--- src/rtl/da_filter_pkg.sv ---
package da_filter_pkg;

    localparam int unsigned BYTE_W   = 8;
    localparam int unsigned CRC_W    = 32;
    localparam logic [CRC_W-1:0] CRC_POLY = 32'h04C11DB7;
    localparam logic [CRC_W-1:0] CRC_INIT = 32'hFFFF_FFFF;

    // Receive configuration, sampled at the last header byte.
    typedef struct packed {
        logic promisc;
        logic bcast_en;
        logic mcast_en;
    } rx_cfg_t;

    // Classification of a destination address.
    typedef struct packed {
        logic unicast_hit;
        logic bcast;
        logic mcast;
        logic hash_hit;
    } addr_class_t;

    // One byte of CRC-32: bits fed least significant first, shifting left.
    function automatic logic [CRC_W-1:0] crc_step_byte(
        input logic [CRC_W-1:0]  crc_in,
        input logic [BYTE_W-1:0] data
    );
        logic [CRC_W-1:0] c;
        logic             fb;
        c = crc_in;
        for (int b = 0; b < BYTE_W; b++) begin
            fb = c[CRC_W-1] ^ data[b];
            c  = {c[CRC_W-2:0], 1'b0} ^ (fb ? CRC_POLY : '0);
        end
        return c;
    endfunction

endpackage

--- src/rtl/da_filter_collect.sv ---
module da_filter_collect
    import da_filter_pkg::*;
#(
    parameter int unsigned N_BYTES = 6
) (
    input  logic                        clk,
    input  logic                        rst,
    input  logic                        byte_vld,
    input  logic                        sof,
    input  logic [BYTE_W-1:0]           byte_data,
    output logic [N_BYTES*BYTE_W-1:0]   addr_now,
    output logic                        take,
    output logic                        last_byte
);

    localparam int unsigned CW = $clog2(N_BYTES + 1);

    logic [CW-1:0] cnt_q;
    logic [CW-1:0] idx;
    logic [N_BYTES*BYTE_W-1:0] addr_q;

    // cnt_q == N_BYTES means "header complete / waiting for sof".
    assign idx       = sof ? '0 : cnt_q;
    assign take      = byte_vld && (sof || (cnt_q < CW'(N_BYTES)));
    assign last_byte = take && (idx == CW'(N_BYTES - 1));

    always_ff @(posedge clk) begin
        if (rst) begin
            cnt_q <= CW'(N_BYTES);
        end else if (take) begin
            cnt_q <= idx + 1'b1;
        end
    end

    for (genvar i = 0; i < N_BYTES; i++) begin : g_lane
        logic hit;
        assign hit = take && (idx == CW'(i));

        always_ff @(posedge clk) begin
            if (rst) begin
                addr_q[i*BYTE_W +: BYTE_W] <= '0;
            end else if (hit) begin
                addr_q[i*BYTE_W +: BYTE_W] <= byte_data;
            end
        end

        // Merge the byte arriving this cycle so the last one is seen at once.
        assign addr_now[i*BYTE_W +: BYTE_W] = hit ? byte_data : addr_q[i*BYTE_W +: BYTE_W];
    end

endmodule

--- src/rtl/da_filter_hash.sv ---
module da_filter_hash
    import da_filter_pkg::*;
#(
    parameter int unsigned HASH_BITS = 6
) (
    input  logic                 clk,
    input  logic                 rst,
    input  logic                 take,
    input  logic                 sof,
    input  logic [BYTE_W-1:0]    byte_data,
    output logic [HASH_BITS-1:0] hash_idx
);

    logic [CRC_W-1:0] crc_q;
    logic [CRC_W-1:0] crc_base;
    logic [CRC_W-1:0] crc_next;

    assign crc_base = sof ? CRC_INIT : crc_q;
    assign crc_next = crc_step_byte(crc_base, byte_data);

    always_ff @(posedge clk) begin
        if (rst) begin
            crc_q <= CRC_INIT;
        end else if (take) begin
            crc_q <= crc_next;
        end
    end

    assign hash_idx = crc_next[CRC_W-1 -: HASH_BITS];

endmodule

--- src/rtl/da_filter_decide.sv ---
module da_filter_decide
    import da_filter_pkg::*;
#(
    parameter int unsigned N_BYTES   = 6,
    parameter int unsigned HASH_BITS = 6
) (
    input  logic [N_BYTES*BYTE_W-1:0] dest,
    input  logic [N_BYTES*BYTE_W-1:0] station,
    input  logic [(1<<HASH_BITS)-1:0] table_bits,
    input  logic [HASH_BITS-1:0]      hash_idx,
    input  rx_cfg_t                   cfg,
    output logic                      accept_now
);

    addr_class_t cls;

    always_comb begin
        cls.unicast_hit = (dest == station);
        cls.bcast       = &dest;
        cls.mcast       = dest[0] && !cls.bcast;
        cls.hash_hit    = table_bits[hash_idx];
    end

    always_comb begin
        accept_now = cfg.promisc
                  || cls.unicast_hit
                  || (cls.bcast && cfg.bcast_en)
                  || (cls.mcast && cfg.mcast_en && cls.hash_hit);
    end

endmodule

--- src/rtl/da_filter.sv ---
module da_filter
    import da_filter_pkg::*;
#(
    parameter int unsigned N_BYTES   = 6,
    parameter int unsigned HASH_BITS = 6,
    localparam int unsigned ADDR_W   = N_BYTES * BYTE_W,
    localparam int unsigned TBL_W    = 1 << HASH_BITS
) (
    input  logic              clk,
    input  logic              rst,
    input  logic              byte_vld,
    input  logic              sof,
    input  logic [7:0]        byte_data,
    input  logic [ADDR_W-1:0] station_addr,
    input  logic [TBL_W-1:0]  mcast_table,
    input  logic              cfg_bcast_en,
    input  logic              cfg_mcast_en,
    input  logic              cfg_promisc,
    output logic              accept,
    output logic              decision_vld
);

    logic [ADDR_W-1:0]    dest_now;
    logic                 take;
    logic                 last_byte;
    logic [HASH_BITS-1:0] hash_idx;
    logic                 accept_now;
    rx_cfg_t              cfg;

    assign cfg = '{promisc: cfg_promisc, bcast_en: cfg_bcast_en, mcast_en: cfg_mcast_en};

    da_filter_collect #(.N_BYTES(N_BYTES)) u_collect (
        .clk       (clk),
        .rst       (rst),
        .byte_vld  (byte_vld),
        .sof       (sof),
        .byte_data (byte_data),
        .addr_now  (dest_now),
        .take      (take),
        .last_byte (last_byte)
    );

    da_filter_hash #(.HASH_BITS(HASH_BITS)) u_hash (
        .clk       (clk),
        .rst       (rst),
        .take      (take),
        .sof       (sof),
        .byte_data (byte_data),
        .hash_idx  (hash_idx)
    );

    da_filter_decide #(.N_BYTES(N_BYTES), .HASH_BITS(HASH_BITS)) u_decide (
        .dest       (dest_now),
        .station    (station_addr),
        .table_bits (mcast_table),
        .hash_idx   (hash_idx),
        .cfg        (cfg),
        .accept_now (accept_now)
    );

    always_ff @(posedge clk) begin
        if (rst) begin
            accept       <= 1'b0;
            decision_vld <= 1'b0;
        end else begin
            decision_vld <= last_byte;
            if (last_byte) begin
                accept <= accept_now;
            end else if (byte_vld && sof) begin
                accept <= 1'b0;
            end
        end
    end

endmodule

--- config.mk ---
export PLATFORM = sky130hd
export DESIGN_NAME = da_filter
export DESIGN_NICKNAME = d
export VERILOG_FILES = /design/src/rtl/da_filter_pkg.sv /design/src/rtl/da_filter_collect.sv /design/src/rtl/da_filter_hash.sv /design/src/rtl/da_filter_decide.sv /design/src/rtl/da_filter.sv
export SDC_FILE = /design/constraint.sdc
export NUM_CORES = 1
export LEC_CHECK = 0
export BUFFER_PORTS_ARGS = -buffer_cell sky130_fd_sc_hd__clkbuf_2
export CORE_MARGIN = 4
export CORE_UTILIZATION = 50
export DETAILED_ROUTE_END_ITERATION = 10
export PLACE_DENSITY = 0.76
export REMOVE_ABC_BUFFERS = 1
export SLEW_MARGIN = 5
export SYNTH_ARGS = -nofsm -noshare
export SYNTH_HDL_FRONTEND = slang
export SYNTH_SLANG_ARGS = --single-unit
--- constraint.sdc ---
create_clock -name clk -period 3.34 [get_ports clk]
set_input_delay 0.334 -clock clk [delete_from_list [all_inputs] [get_ports clk]]
set_output_delay 0.334 -clock clk [all_outputs]
set_load 0.05 [all_outputs]
Word-level counts from Yosys, hierarchy flattened
Cells that the tools add are included.

Flip-flop bits (word level): 85. Input port bits: 127. Output and inout bits: 2. Word-level logic and storage cells: 75.

$add $sub $neg: 1. Order comparisons: 2. Equal/unequal tests: 6. Multiplexer cells: 20. Bitwise logic cells: 16. Reductions and logical operators: 20.

Operators with widths (count): $xor 32x32->32 (8); $mux 27 (8); $eq 48x48->1 (1); $mux 8 (6); $reduce_and 48->1 (1); $mux 32 (1); $logic_and 1x1->1 (12); $xor 1x1->1 (8); $lt 6x7->1 const B (1); $bmux 1 s6 (1); $eq 3x2->1 const B (2); $eq 3x3->1 const B (2); $logic_or 1x1->1 (4); $add 3x1->3 const B (1); $eq 3x1->1 const B (1); $logic_not 3->1 (1); $lt 3x3->1 const B (1); $mux 1 (3); $mux 3 (1); $reduce_bool 2->1 (1); $logic_not 1->1 (1).

Longest topological paths before layout
Depth after elaboration: 30. Mapped depth: 17. Gate-level depth less buffers: 12.

Hierarchy
A second synthesis with hierarchy kept.

Cells, all modules: 694. Area, all modules: 6242.2 µm².

Modules (own cells, without submodules): da_filter_collect (instances 1, cells an instance 240, area each 2514.9 µm², seq. area each 1021.0 µm²); da_filter_hash (instances 1, cells an instance 303, area each 2381.0 µm², seq. area each 640.6 µm²); da_filter_decide (instances 1, cells an instance 144, area each 1261.2 µm², seq. area each 0.0 µm²); da_filter (instances 1, cells an instance 7, area each 85.1 µm², seq. area each 40.0 µm²).

Worst setup path before layout
Ideal clock, no wire load.

Path type: in2reg. Start point: input sof. End point: register accept. Arrival: 3.442 ns. Path slack: -0.181 ns. Stages: 17. Buffers on the path: 6. Cell sequence: buf_2 buf_2 buf_1 clkbuf_1 clkbuf_1 nor2_1 ha_1 and3_1 buf_2 mux2i_1 nor4_1 nand2_1 nor4_1 or3b_2 a31oi_1 o211ai_1 a211oi_2.

Longest elaborated chain between the ends: 18. Elaborated cells on any way between the ends: 61.

RTL lines: from (decl) (RTL line da_filter.sv:12) `input logic sof,`; $mux 32 (RTL line da_filter_hash.sv:18) `assign crc_base = sof ? CRC_INIT : crc_q;`; $xor 32x32->32 or $xor 1x1->1 (tied branches) (RTL line da_filter_pkg.sv:33, da_filter_pkg.sv:32); $xor 1x1->1 or $mux 27 (tied branches) (RTL line da_filter_pkg.sv:32, da_filter_pkg.sv:33); $mux 27 or $xor 32x32->32 (tied branches) (RTL line da_filter_pkg.sv:33) `c = {c[CRC_W-2:0], 1'b0} ^ (fb ? CRC_POLY : '0);`; $xor 32x32->32 (5 in a row) (RTL line da_filter_pkg.sv:33); $xor 32x32->32 or $xor 1x1->1 (tied branches) (RTL line da_filter_pkg.sv:33, da_filter_pkg.sv:32); $xor 1x1->1 or $mux 27 (tied branches) (RTL line da_filter_pkg.sv:32, da_filter_pkg.sv:33); $mux 27 or $xor 32x32->32 (tied branches) (RTL line da_filter_pkg.sv:33); $xor 32x32->32 (RTL line da_filter_pkg.sv:33); $bmux 1 s6 (RTL line da_filter_decide.sv:21) `cls.hash_hit = table_bits[hash_idx];`; $mux 1 (not written as such) (RTL line da_filter_decide.sv:21); $logic_and 1x1->1 (RTL line da_filter_decide.sv:28) `|| (cls.mcast && cfg.mcast_en && cls.hash_hit);`; $logic_or 1x1->1 (RTL line da_filter_decide.sv:28); $mux 1 (RTL line da_filter.sv:67) `if (last_byte) begin`; to (signal assigned) (RTL line da_filter.sv:68) `accept <= accept_now;`; to (decl) (RTL line da_filter.sv:19) `output logic accept,`.

Parallel ways exist; a longest one is shown, timed or not. The select of a mux whose other input is x is not followed. A chain may end at the register's enable or synchronous reset.

Final worst setup path
Start point: register u_collect.cnt_q[2]. End point: register accept.

Longest elaborated chain between the ends: 12. Elaborated cells on any way between the ends: 34.

RTL lines: from (decl) (RTL line da_filter_collect.sv:18) `logic [CW-1:0] cnt_q;`; from (signal assigned) (RTL line da_filter_collect.sv:29) `cnt_q <= CW'(N_BYTES);`; from (signal assigned) (RTL line da_filter_collect.sv:31) `cnt_q <= idx + 1'b1;`; $lt 3x3->1 (RTL line da_filter_collect.sv:24) `assign take = byte_vld && (sof || (cnt_q < CW'(N_BYTES)));`; $logic_or 1x1->1 (RTL line da_filter_collect.sv:24); $logic_and 1x1->1 (RTL line da_filter_collect.sv:24); $logic_and 1x1->1, on equally long branches (RTL line da_filter_collect.sv:37, da_filter_collect.sv:25); $mux 8 (RTL line da_filter_collect.sv:48) `assign addr_now[i*BYTE_W +: BYTE_W] = hit ? byte_data : addr_q[i*BYTE_W +: BYTE_W];`; $reduce_and 48->1 (RTL line da_filter_decide.sv:19) `cls.bcast = &dest;`; $logic_not 1->1 (RTL line da_filter_decide.sv:20) `cls.mcast = dest[0] && !cls.bcast;`; $logic_and 1x1->1 (RTL line da_filter_decide.sv:20); $logic_and 1x1->1 (2 in a row) (RTL line da_filter_decide.sv:28); $logic_or 1x1->1 (RTL line da_filter_decide.sv:28); $mux 1 (RTL line da_filter.sv:67).

Parallel ways exist; a longest one is shown, timed or not.

==> Implementation_results.wiki <==
{| class="wikitable"
! Metric !! Value
|-
| Area added between synthesis and finish || 19.0%
|-
| Maximum fanout count along the critical path || 9
|-
| Clock tree sinks || 85
|-
| Leakage power total || 2.95 nW
|-
| Area of all placed cells without fillers || 6640 um^2
|-
| Number of diodes added for antenna fixing || 0
|-
| Combined area of the multi-input logic cells || 3660 um^2
|-
| Detailed-route DRC error count || 0
|-
| Critical path startpoint category || flop
|-
| Period minus WS final || 3090 ps
|-
| Most common library cells after synthesis || sky130_fd_sc_hd__nor2_1, sky130_fd_sc_hd__mux2i_1, sky130_fd_sc_hd__dfxtp_1
|-
| Total of buffers placed on input and output ports || 128
|-
| Cell Chain, Critical Path || nor2b_1 -> inv_1 -> ha_1 -> and3_2 -> mux2i_1 -> nor4_1 -> nand2_1 -> nor4_1 -> or3b_2 -> a31oi_1 -> o211ai_1 -> a211oi_2
|-
| Die span in y || 114 um
|-
| Cell with the most instances after synthesis || sky130_fd_sc_hd__nor2_1
|-
| Estimated wirelength of the detail-placed design || 11600 um
|-
| Initial core utilization || 51.2%
|-
| Number of placed I/O pins || 129
|-
| Total of hold buffers inserted after clock tree synthesis || 0
|-
| First-pass detailed-route iteration total || 5
|-
| Largest stage delay on the critical path || 530 ps
|-
| Combined global-route utilization of all metal layers || 22.6%
|-
| Synth Warn # || 0
|-
| Final setup skew || 15.7 ps
|-
| H-Tree Level Count || 3
|-
| Clock-pin transition on the worst setup and hold timing paths || 90 ps
|-
| Floorplan die width || 114 um
|-
| Global-route congestion overflow total || 0
|-
| Clock Tree Buf Depth || 2
|-
| DP Cell Count || 877
|-
| Top cell by count, worst path || sky130_fd_sc_hd__nor4_1
|-
| Antenna violations before repair || 0
|-
| Worst Tran Pin Value || 839 ps
|-
| Max transition margin || 44.1%
|-
| Placed Instance Area || 6390 um^2
|-
| Fillers || 937
|-
| Vias/cell || 5.56
|-
| Via count of the first global-routing pass || 4966
|-
| Number of hold violations in the final report || 0
|-
| Maximum VDD drop || 0.329 mV
|-
| Cell count after synthesis || 632
|-
| Register bit count reported by yosys || 85
|-
| Total standard cell area after synthesis || 5580 um^2
|-
| Synth top area cells || sky130_fd_sc_hd__dfxtp_1, sky130_fd_sc_hd__mux2i_1, sky130_fd_sc_hd__xnor2_1, sky130_fd_sc_hd__xor2_1, sky130_fd_sc_hd__nor2_1
|-
| Fraction of final layout cells sized beyond drive strength 1 || 24.3%
|-
| CTS tree || built
|-
| Total number of vias || 4962
|-
| Seq/Total Area, Yosys || 30.5%
|-
| Fraction of synthesis flops using an asynchronous set or reset pin || 0%
|-
| Peak clock frequency supported by timing || 0.324 GHz
|-
| Non-filler instance count after layout || 893
|-
| Prevailing post-synth register cell || sky130_fd_sc_hd__dfxtp_1
|-
| Cts bufs inserted || 9
|-
| FP Rows || 38
|-
| Number of setup buffers added after CTS || 0
|-
| Setup TNS || 0 ps
|-
| Largest net degree at the start of global routing || 38
|-
| Arrival time at the worst endpoint || 3330 ps
|-
| Final routed wirelength across all metal layers || 15100 um
|-
| CORE AREA || 10900 um^2
|-
| Post-route ant nets || 0
|-
| Pwr dens || 544 nW/um^2
|-
| Slowest cell on crit path || sky130_fd_sc_hd__nor4_1
|-
| Die ar. || 12900 um^2
|-
| Global placer's final weighted congestion || 0.875
|-
| HP Class || primary input to flop
|-
| Wire length of the first global-routing pass || 23600 um
|-
| Area fraction of the dominant cell type after synthesis || 30.5%
|-
| Skew-Pair Late Insertion Delay || 370 ps
|-
| Type of element capturing the critical path || flop
|-
| Quantity of gates resized following cts || 0
|-
| Run status || finished, final reports clean
|-
| Max-cap check violation count || 0
|-
| Fin crit share || 92.4%
|-
| Count of different cell masters after synthesis || 47
|-
| Dpl ws || 180 ps
|-
| Post-synthesis cell type with the largest combined area || sky130_fd_sc_hd__dfxtp_1
|-
| Root cell of the clock tree || sky130_fd_sc_hd__clkbuf_8
|-
| Setup repair after global routing missed its margin || false
|-
| Critical Path RT || 3590 ps
|-
| Crit Path Category || flop to flop
|-
| FF/Latch Area || 1700 um^2
|-
| Number of synthesized flops with an enable pin || 0
|-
| Count of final max-slew check failures || 0
|-
| Routed length per instance || 16.9 um
|-
| Avg Inst Size Synth || 8.83 um^2
|-
| Final worst-path setup slack || 254 ps
|-
| Final #Nets || 876
|-
| Count of endpoints failing setup in the final report || 0
|-
| Starting DRT DRC Count || 334
|}
## logic make-up after synthesis
family | after synthesis | share of synthesized area [%]
xor gates and xnor gates | 136 | 22.5
buffers and inverters | 49 | 3.99
and+or+nand+nor | 203 | 16.6
muxes | 91 | 16.9
DFF | 85 | 30.5
AOI/OAI and AO/OA | 67 | 9.26
adders and majority gates | 1 | 0.224
## sequential cells by signal, indices dropped and copies added, names as in the netlist
signal            flops
accept                1
decision_vld          1
u_collect.addr_q     48
u_collect.cnt_q       3
u_hash.crc_q         32
## final timing paths
kind | from | end | slack [ps] | cells after the start
setup / recovery | u_collect.cnt_q[2]$_SDFFE_PP1P_ | accept$_SDFFE_PP0P_ | 250 | 12
hold / removal | byte_vld | u_hash.crc_q[3]$_SDFFE_PP1P_ | 360 | 2
setup reg to reg | u_collect.cnt_q[2]$_SDFFE_PP1P_ | accept$_SDFFE_PP0P_ | 250 | 12
hold reg to reg | u_hash.crc_q[8]$_SDFFE_PP1P_ | u_hash.crc_q[8]$_SDFFE_PP1P_ | 480 | 1
## stage by stage
step                hold slack (ps)  power (mW)  util, %
floorplan                       406        2.28        -
global route                    380        3.81     61.0
detailed placement              459        2.70     58.7
global placement                447        2.67     58.7
CTS                             353        3.62     61.0
finish                          359        3.61     61.0
## worst max-delay path: cells and delay by family, from the launching register on
kind,cells,cell delay [ps]
AOI/OAI and AO/OA,3,260
adders and majority gates,1,170
buffers and inverters,1,70
DFF,1,390
muxes,1,210
and+or+nand+nor,6,1880
## power breakdown
| part | internal, mW | switching (mW) |
|---|---|---|
| combinational | 0.754 | 0.778 |
| clock | 0.509 | 0.420 |
| sequential | 1.09 | 0.0602 |
| total | 2.35 | 1.26 |
## cell usage in the layout, fill, tap and decap left out, drive strengths merged, types with 4 or more instances in the layout
master  netlist  layout
nor4          7       7
mux2i        87      87
buf          20      24
xor2         61      61
nand4        19      19
clkbuf       27     137
nand3         9       9
nor2b         9       9
a211o        32      32
a21oi         8       8
nand2        18      18
xnor2        75      75
a31oi         4       4
o21ai         7       7
a22oi         5       5
dfxtp        85      85
a211oi        4       4
or3           4       4
inv           2       5
nor2        120     120
## cell type report
type	count	share of cell area (%)
clock buffers	9	1.87
clock inverters	7	1.92
inverters	2	0.113
multi-input cells	498	55.1
flip-flops and latches	85	25.6
well taps	140	2.64
repair buffers	152	12.7
## layer usage
layer | GRT usage [%] | vias up | wire, um
li1 | - | 2395 | -
met1 | 27.9 | 2334 | 6100
met2 | 39.6 | 206 | 7420
met3 | 5.57 | 27 | 1250
met4 | 5.53 | 0 | 306
met5 | 0 | - | 0
Power figures use the tool's default switching activity.
